<file path="src/rtl/rtc_pkg.sv">
// Shared field indices, addresses, reset image and BCD helpers for the
// calendar register bank. Assumes all stored fields are packed BCD.
package rtc_pkg;
    localparam int NUM_FIELDS = 8;
    localparam int F_SEC  = 0;
    localparam int F_MIN  = 1;
    localparam int F_HOUR = 2;
    localparam int F_DATE = 3;
    localparam int F_MON  = 4;
    localparam int F_YEAR = 5;
    localparam int F_DOW  = 6;
    localparam int F_CENT = 7;

    localparam logic [7:0] ADDR_CTRL = 8'h10;
    localparam logic [7:0] ADDR_TIME = 8'h30;
    localparam logic [7:0] ADDR_STAT = 8'h3F;

    // Reset image, highest field first: century .. seconds
    localparam logic [NUM_FIELDS-1:0][7:0] CAL_RESET =
        {8'h20, 8'h00, 8'h00, 8'h01, 8'h01, 8'h80, 8'h00, 8'h00};

    // Add one to a two-digit BCD byte (no wrap handling)
    function automatic logic [7:0] bcd_inc(input logic [7:0] v);
        if (v[3:0] >= 4'd9) return {v[7:4] + 4'd1, 4'd0};
        return {v[7:4], v[3:0] + 4'd1};
    endfunction

    // Leap test on a BCD year: binary value divisible by four
    function automatic logic bcd_leap(input logic [7:0] yr);
        if (yr[4]) return (yr[3:0] == 4'd2) || (yr[3:0] == 4'd6);
        return (yr[3:0] == 4'd0) || (yr[3:0] == 4'd4) || (yr[3:0] == 4'd8);
    endfunction

    // Last day of a BCD month, as BCD
    function automatic logic [7:0] month_len(input logic [7:0] mon, input logic [7:0] yr);
        case (mon)
            8'h02:                      return bcd_leap(yr) ? 8'h29 : 8'h28;
            8'h04, 8'h06, 8'h09, 8'h11: return 8'h30;
            default:                    return 8'h31;
        endcase
    endfunction
endpackage

</file>
<file path="src/rtl/rtc_lock.sv">
// Two-stage write-enable latch. Stage one must already be set before a
// write can set stage two. Assumes wr_stat is a single-cycle strobe.
module rtc_lock (
    input  logic       clk,
    input  logic       rst_n,
    input  logic       wr_stat,
    input  logic [2:1] wbits,
    output logic       wel,
    output logic       rwel
);
    logic accept;

    // A request for stage two is honoured only with stage one set and kept
    assign accept = wr_stat && (!wbits[2] || (wbits[1] && wel));

    // Latch both stages from an accepted status write
    always_ff @(posedge clk) begin
        if (!rst_n) begin
            wel  <= 1'b0;
            rwel <= 1'b0;
        end else if (accept) begin
            wel  <= wbits[1];
            rwel <= wbits[2];
        end
    end
endmodule

</file>
<file path="src/rtl/rtc_counter.sv">
// Prescaler plus BCD calendar chain. Field writes take priority over the
// step. A seconds write clears the prescaler and cancels the step.
// Assumes written values are valid BCD in their field ranges.
module rtc_counter
    import rtc_pkg::*;
#(
    parameter int TICKS_PER_SEC = 32768
) (
    input  logic                          clk,
    input  logic                          rst_n,
    input  logic                          tick,
    input  logic [NUM_FIELDS-1:0]         field_we,
    input  logic [7:0]                    wdata,
    output logic [NUM_FIELDS-1:0][7:0]    cal,
    output logic                          sec_step
);
    localparam int PW = (TICKS_PER_SEC > 1) ? $clog2(TICKS_PER_SEC) : 1;
    localparam logic [PW-1:0] PLAST = PW'(TICKS_PER_SEC - 1);

    logic [PW-1:0]                 presc;
    logic [NUM_FIELDS-1:0][7:0]    nxt;
    logic                          c_min, c_hr, c_day, c_mon, c_yr, pm;
    logic [7:0]                    h, t;

    assign sec_step = tick && (presc == PLAST) && !field_we[F_SEC];

    // Sub-second prescaler, restarted by a seconds write
    always_ff @(posedge clk) begin
        if (!rst_n)                presc <= '0;
        else if (field_we[F_SEC])  presc <= '0;
        else if (tick)             presc <= (presc == PLAST) ? '0 : presc + 1'b1;
    end

    // Next calendar value if one second elapses now
    always_comb begin
        nxt   = cal;
        c_hr  = 1'b0;
        c_day = 1'b0;
        c_mon = 1'b0;
        c_yr  = 1'b0;
        pm    = cal[F_HOUR][5];
        h     = cal[F_HOUR];
        t     = 8'h00;
        c_min = (cal[F_SEC] == 8'h59);
        nxt[F_SEC] = c_min ? 8'h00 : bcd_inc(cal[F_SEC]);
        if (c_min) begin
            c_hr = (cal[F_MIN] == 8'h59);
            nxt[F_MIN] = c_hr ? 8'h00 : bcd_inc(cal[F_MIN]);
        end
        if (c_hr) begin
            if (h[7]) begin
                if (h[5:0] == 6'h23) begin
                    h[5:0] = 6'h00;
                    c_day  = 1'b1;
                end else begin
                    t      = bcd_inc({2'b00, h[5:0]});
                    h[5:0] = t[5:0];
                end
            end else begin
                if (h[4:0] == 5'h12) begin
                    h[4:0] = 5'h01;
                end else if (h[4:0] == 5'h11) begin
                    h[4:0] = 5'h12;
                    c_day  = pm;
                    h[5]   = !pm;
                end else begin
                    t      = bcd_inc({3'b000, h[4:0]});
                    h[4:0] = t[4:0];
                end
            end
            nxt[F_HOUR] = h;
        end
        if (c_day) begin
            c_mon = (cal[F_DATE] == month_len(cal[F_MON], cal[F_YEAR]));
            nxt[F_DATE] = c_mon ? 8'h01 : bcd_inc(cal[F_DATE]);
            nxt[F_DOW]  = (cal[F_DOW] == 8'h06) ? 8'h00 : cal[F_DOW] + 8'h01;
        end
        if (c_mon) begin
            c_yr = (cal[F_MON] == 8'h12);
            nxt[F_MON] = c_yr ? 8'h01 : bcd_inc(cal[F_MON]);
        end
        if (c_yr) begin
            nxt[F_YEAR] = (cal[F_YEAR] == 8'h99) ? 8'h00 : bcd_inc(cal[F_YEAR]);
            if (cal[F_YEAR] == 8'h99)
                nxt[F_CENT] = (cal[F_CENT] == 8'h99) ? 8'h00 : bcd_inc(cal[F_CENT]);
        end
    end

    // Field registers: write first, then the one-second step
    always_ff @(posedge clk) begin
        for (int i = 0; i < NUM_FIELDS; i++) begin
            if (!rst_n)            cal[i] <= CAL_RESET[i];
            else if (field_we[i])  cal[i] <= wdata;
            else if (sec_step)     cal[i] <= nxt[i];
        end
    end
endmodule

</file>
<file path="src/rtl/rtc_regbank.sv">
// Byte-addressed calendar register bank: decode, write gating, control
// byte and combinational read mux. Assumes strobes last one cycle each.
module rtc_regbank
    import rtc_pkg::*;
#(
    parameter int TICKS_PER_SEC = 32768
) (
    input  logic       clk,
    input  logic       rst_n,
    input  logic       tick,
    input  logic       wr_en,
    input  logic       rd_en,
    input  logic [7:0] addr,
    input  logic [7:0] wdata,
    output logic [7:0] rdata,
    input  logic       on_battery,
    input  logic       osc_fail
);
    logic                        wel, rwel, unlocked, sec_step;
    logic [NUM_FIELDS-1:0]       field_we;
    logic [NUM_FIELDS-1:0][7:0]  cal;
    logic [4:0]                  ctrl_q;
    logic [7:0]                  rd_val;

    assign unlocked = wel && rwel;

    rtc_lock u_lock (
        .clk     (clk),
        .rst_n   (rst_n),
        .wr_stat (wr_en && (addr == ADDR_STAT)),
        .wbits   (wdata[2:1]),
        .wel     (wel),
        .rwel    (rwel)
    );

    // One gated write enable per time field
    for (genvar g = 0; g < NUM_FIELDS; g++) begin : g_we
        assign field_we[g] = wr_en && unlocked && (addr == ADDR_TIME + 8'(g));
    end

    rtc_counter #(.TICKS_PER_SEC(TICKS_PER_SEC)) u_cnt (
        .clk      (clk),
        .rst_n    (rst_n),
        .tick     (tick),
        .field_we (field_we),
        .wdata    (wdata),
        .cal      (cal),
        .sec_step (sec_step)
    );

    // Control byte: plain storage of the upper five bits when unlocked
    always_ff @(posedge clk) begin
        if (!rst_n)                                    ctrl_q <= '0;
        else if (wr_en && unlocked && addr == ADDR_CTRL) ctrl_q <= wdata[7:3];
    end

    // Address decode for reads
    always_comb begin
        rd_val = 8'h00;
        if (addr[7:3] == ADDR_TIME[7:3])  rd_val = cal[addr[2:0]];
        else if (addr == ADDR_CTRL)       rd_val = {ctrl_q, 3'b000};
        else if (addr == ADDR_STAT)       rd_val = {on_battery, 4'b0000, rwel, wel, osc_fail};
    end

    assign rdata = rd_en ? rd_val : 8'h00;
endmodule

</file>
<file path="config.mk">
export PLATFORM = sky130hd
export DESIGN_NAME = rtc_regbank
export DESIGN_NICKNAME = d
export VERILOG_FILES = /design/src/rtl/rtc_pkg.sv /design/src/rtl/rtc_lock.sv /design/src/rtl/rtc_counter.sv /design/src/rtl/rtc_regbank.sv
export SDC_FILE = /design/constraint.sdc
export NUM_CORES = 1
export LEC_CHECK = 0
export BUFFER_PORTS_ARGS = -buffer_cell sky130_fd_sc_hd__buf_2
export CAP_MARGIN = 5
export CORE_ASPECT_RATIO = 0.5
export CORE_MARGIN = 3
export CORE_UTILIZATION = 30
export CTS_CLUSTER_SIZE = 14
export DETAILED_ROUTE_END_ITERATION = 10
export PLACE_DENSITY = 0.44
export SLEW_MARGIN = 0
export SYNTH_ARGS = -nofsm -noshare
export SYNTH_HDL_FRONTEND = slang
export SYNTH_SLANG_ARGS = --single-unit
</file>
<file path="constraint.sdc">
create_clock -name clk -period 6.2 [get_ports clk]
set_input_delay 1.24 -clock clk [delete_from_list [all_inputs] [get_ports clk]]
set_output_delay 1.24 -clock clk [all_outputs]
set_load 0.02 [all_outputs]
</file>
==> results_dict.tcl <==
set metrics [dict create \
    cp_max_fo 24 \
    crit_arrival_ps 3220 \
    synth_nets 871 \
    num_vias 6113 \
    nets 874 \
    power.leakage_nw 2.504 \
    start_kind "primary input" \
    final.period_utilization 0.7192 \
    crit_top_cell "buf_2" \
    yosys_warnings 0 \
    grt_pass1_wl_um 33870 \
    synthArstFlopShare 0 \
    r2r_start "u_cnt.cal[40]" \
    finalWeightedCongestion 0.8860 \
    grt_start_max_net_pins 42 \
    r2r-end "u_cnt.cal[58]" \
    via_per_inst 5.624 \
    die_w_um 212.4 \
    syn_area_mm2 0.006390 \
    hp-start "u_cnt.cal[22]" \
    syn2layout_area_growth_pct 10.34 \
    relSlewSlack 0.4741 \
    ys.flop_type "dfxtp_1" \
    ctsResizeCount 0 \
    ys_ff_latch 86 \
    cp_top_family "simple AND/OR/NAND/NOR gates" \
    final_layout_size_suffix_gt1_frac 0.1007 \
    place_inst 1071 \
    maxCapViolations 0 \
    io_buffer_count 30 \
    placeableCoreArea_mm2 0.02074 \
    crit_buf_inv 2 \
    hpwl_um 15760 \
    required_ps 4960 \
    cts.sinks 86 \
    cts_setup_buffers 0 \
    tns_ps 0 \
    numCtsBuffers 9 \
    ys_seq_area_frac 0.2694 \
    vdd_drop_max_mv 0.09781 \
    slowest_stage "or4_1" \
    syn_avg_cell_area_um2 7.928 \
    crit_type "primary input to output port" \
    wl_per_cell_um 20.30 \
    crit_chain "buf_2 > or4_1 > nor3_1 > a221oi_1 > nor2b_1 > buf_2" \
    fmaxAchievable_mhz 224.3 \
    r2r_slack_ps 2850 \
    postRouteAntennaNets 0 \
    io_pins 31 \
    stdcell_count 1087 \
    cellPowerDensity_mw_per_mm2 172.1 \
    hold-path-endpoint "u_cnt.cal[22]" \
    insertion_delay_ps 360 \
    finalClockSkew_ps 12.88 \
    clk_pin_slew_ps 70 \
    hold_path_class "flop to flop" \
    hold_violations 0 \
    cts.htree.levels 3 \
    postCtsHoldBufs 0 \
    layout_min_cycle_time_ps 4459 \
    grt_pass1_vias 5595 \
    synth-edff-count 0 \
    slowest_delay_ps 670 \
    grt_usage 0.1938 \
    first_iter_violations 564 \
    initial_utilization 0.3081 \
    antenna_found_initial 2 \
    worstSetupEndpointType "output port" \
    synth_cell_type_count 75 \
    rows 37 \
    cts_tree "built" \
    wirelength_um 22070 \
    insertedDiodeCount 0 \
    hold_depth 2 \
    grt_remaining_overflow 0 \
    dieArea_mm2 0.02319 \
    die_y_um 109.2 \
    syn_inst 806 \
    final_util 0.3399 \
    cts.path.max_buffers 2 \
    drtPass1Iterations 5 \
    hold_ws_ps 466.2 \
    finalSetupViolations 0 \
    slew_viol_final 0 \
    reg2regPathDepth 9 \
    rsz0062_at_grt "no" \
    tightest_slew_ps 788.8 \
    cts_root_buffer "clkbuf_16" \
    drc_errors 0 \
    status "completed" \
]
==> layout by cell type, fill, tap and decap left out, types with 10 or more instances in the layout <==
cell      netlist  final
or3_1          10     10
or4_1          11     11
nor2b_1        17     17
nand2_1        65     65
mux2i_1        17     17
nor2_1         89     89
o21ai_0        59     59
and3_1         14     14
o211ai_1       11     11
mux4_2         15     15
a31oi_1        13     13
a22oi_1        11     11
nand3_1        33     33
ha_1           42     42
nor3_1         24     24
inv_1          45     45
buf_2           2     30
a21oi_1        43     43
nand4_1        11     11
dfxtp_1        86     86
==> stage by stage <==
stage / setup slack (ps) / instance area [um2] / total power, mW
after CTS: 1744 / 7051 / 1.227
after global routing: 1524 / 7051 / 1.251
after global placement: 1828 / 6748 / 0.6452
after detailed placement: 1744 / 6748 / 0.6451
final: 1741 / 7051 / 1.214
after floorplan: 2149 / 6390 / 0.6131
==> tightest hold or removal path, stage by stage (launching register included) <==
cell	delay, ps
dfxtp_1	320
nand2_1	50
a21oi_1	50
==> Yosys cell counts, types with 10 or more instances <==
library cell	instances	area (um2)
mux4_2	15	337.8
nor3_1	24	120.1
nor2b_1	17	106.4
nor2_1	89	334.1
inv_1	45	168.9
or3_1	10	62.56
clkbuf_1	33	123.9
a21oi_1	43	215.2
a22oi_1	11	82.58
nand2_1	65	244.0
o211ai_1	11	82.58
and3_1	14	87.58
mux2i_1	17	170.2
ha_1	42	525.5
nand4_1	11	68.82
a31oi_1	13	81.33
dfxtp_1	86	1722
nand3_1	33	165.2
o21ai_0	59	295.3
or4_1	11	82.58
==> metal layers <==
metal	part of all wire	global-route usage	routed length, um
met1	0.51	0.2848	11170
met2	0.43	0.2947	9441
met3	0.054	0.03507	1196
met4	0.011	0.04315	252
met5	0	0	0
==> flip-flops by register name (all words and copies together) (netlist names) <==
signal	flops
u_lock.wel	1
ctrl_q	5
u_lock.rwel	1
u_cnt.cal	64
u_cnt.presc	15
==> area by class of cell <==
type | instances | area, um2
fillers | 2179 | 13690
well taps | 273 | 341.6
clock buffers | 13 | 260.3
flip-flops and latches | 86 | 1722
multi-input cells | 630 | 4313
clock inverters | 3 | 42.54
repair buffers | 37 | 202.7
inverters | 45 | 168.9
==> worst max path at each step <==
stage | start | endpoint | cells past startpoint
after global placement | addr[0] | rdata[7] | 6
after floorplan | addr[0] | rdata[7] | 6
after global routing | addr[0] | rdata[1] | 7
after detailed placement | addr[0] | rdata[7] | 6
final | addr[0] | rdata[7] | 6
after CTS | addr[0] | rdata[7] | 6
==> cells by family after synthesis <==
group / count (synthesis) / synth area share
buffers and inverters: 90 / 0.05561
DFF: 86 / 0.2694
AOI/OAI and AO/OA: 207 / 0.2119
xor gates and xnor gates: 15 / 0.02056
muxes: 37 / 0.09066
adders and majority gates: 42 / 0.08224
and+or+nand+nor: 329 / 0.2696
==> power breakdown <==
part	total, mW	internal (mW)	switching, mW
logic	0.0751	0.0229	0.0522
registers	0.558	0.554	0.00341
clock network	0.581	0.335	0.246
Power figures use the tool's default switching activity.
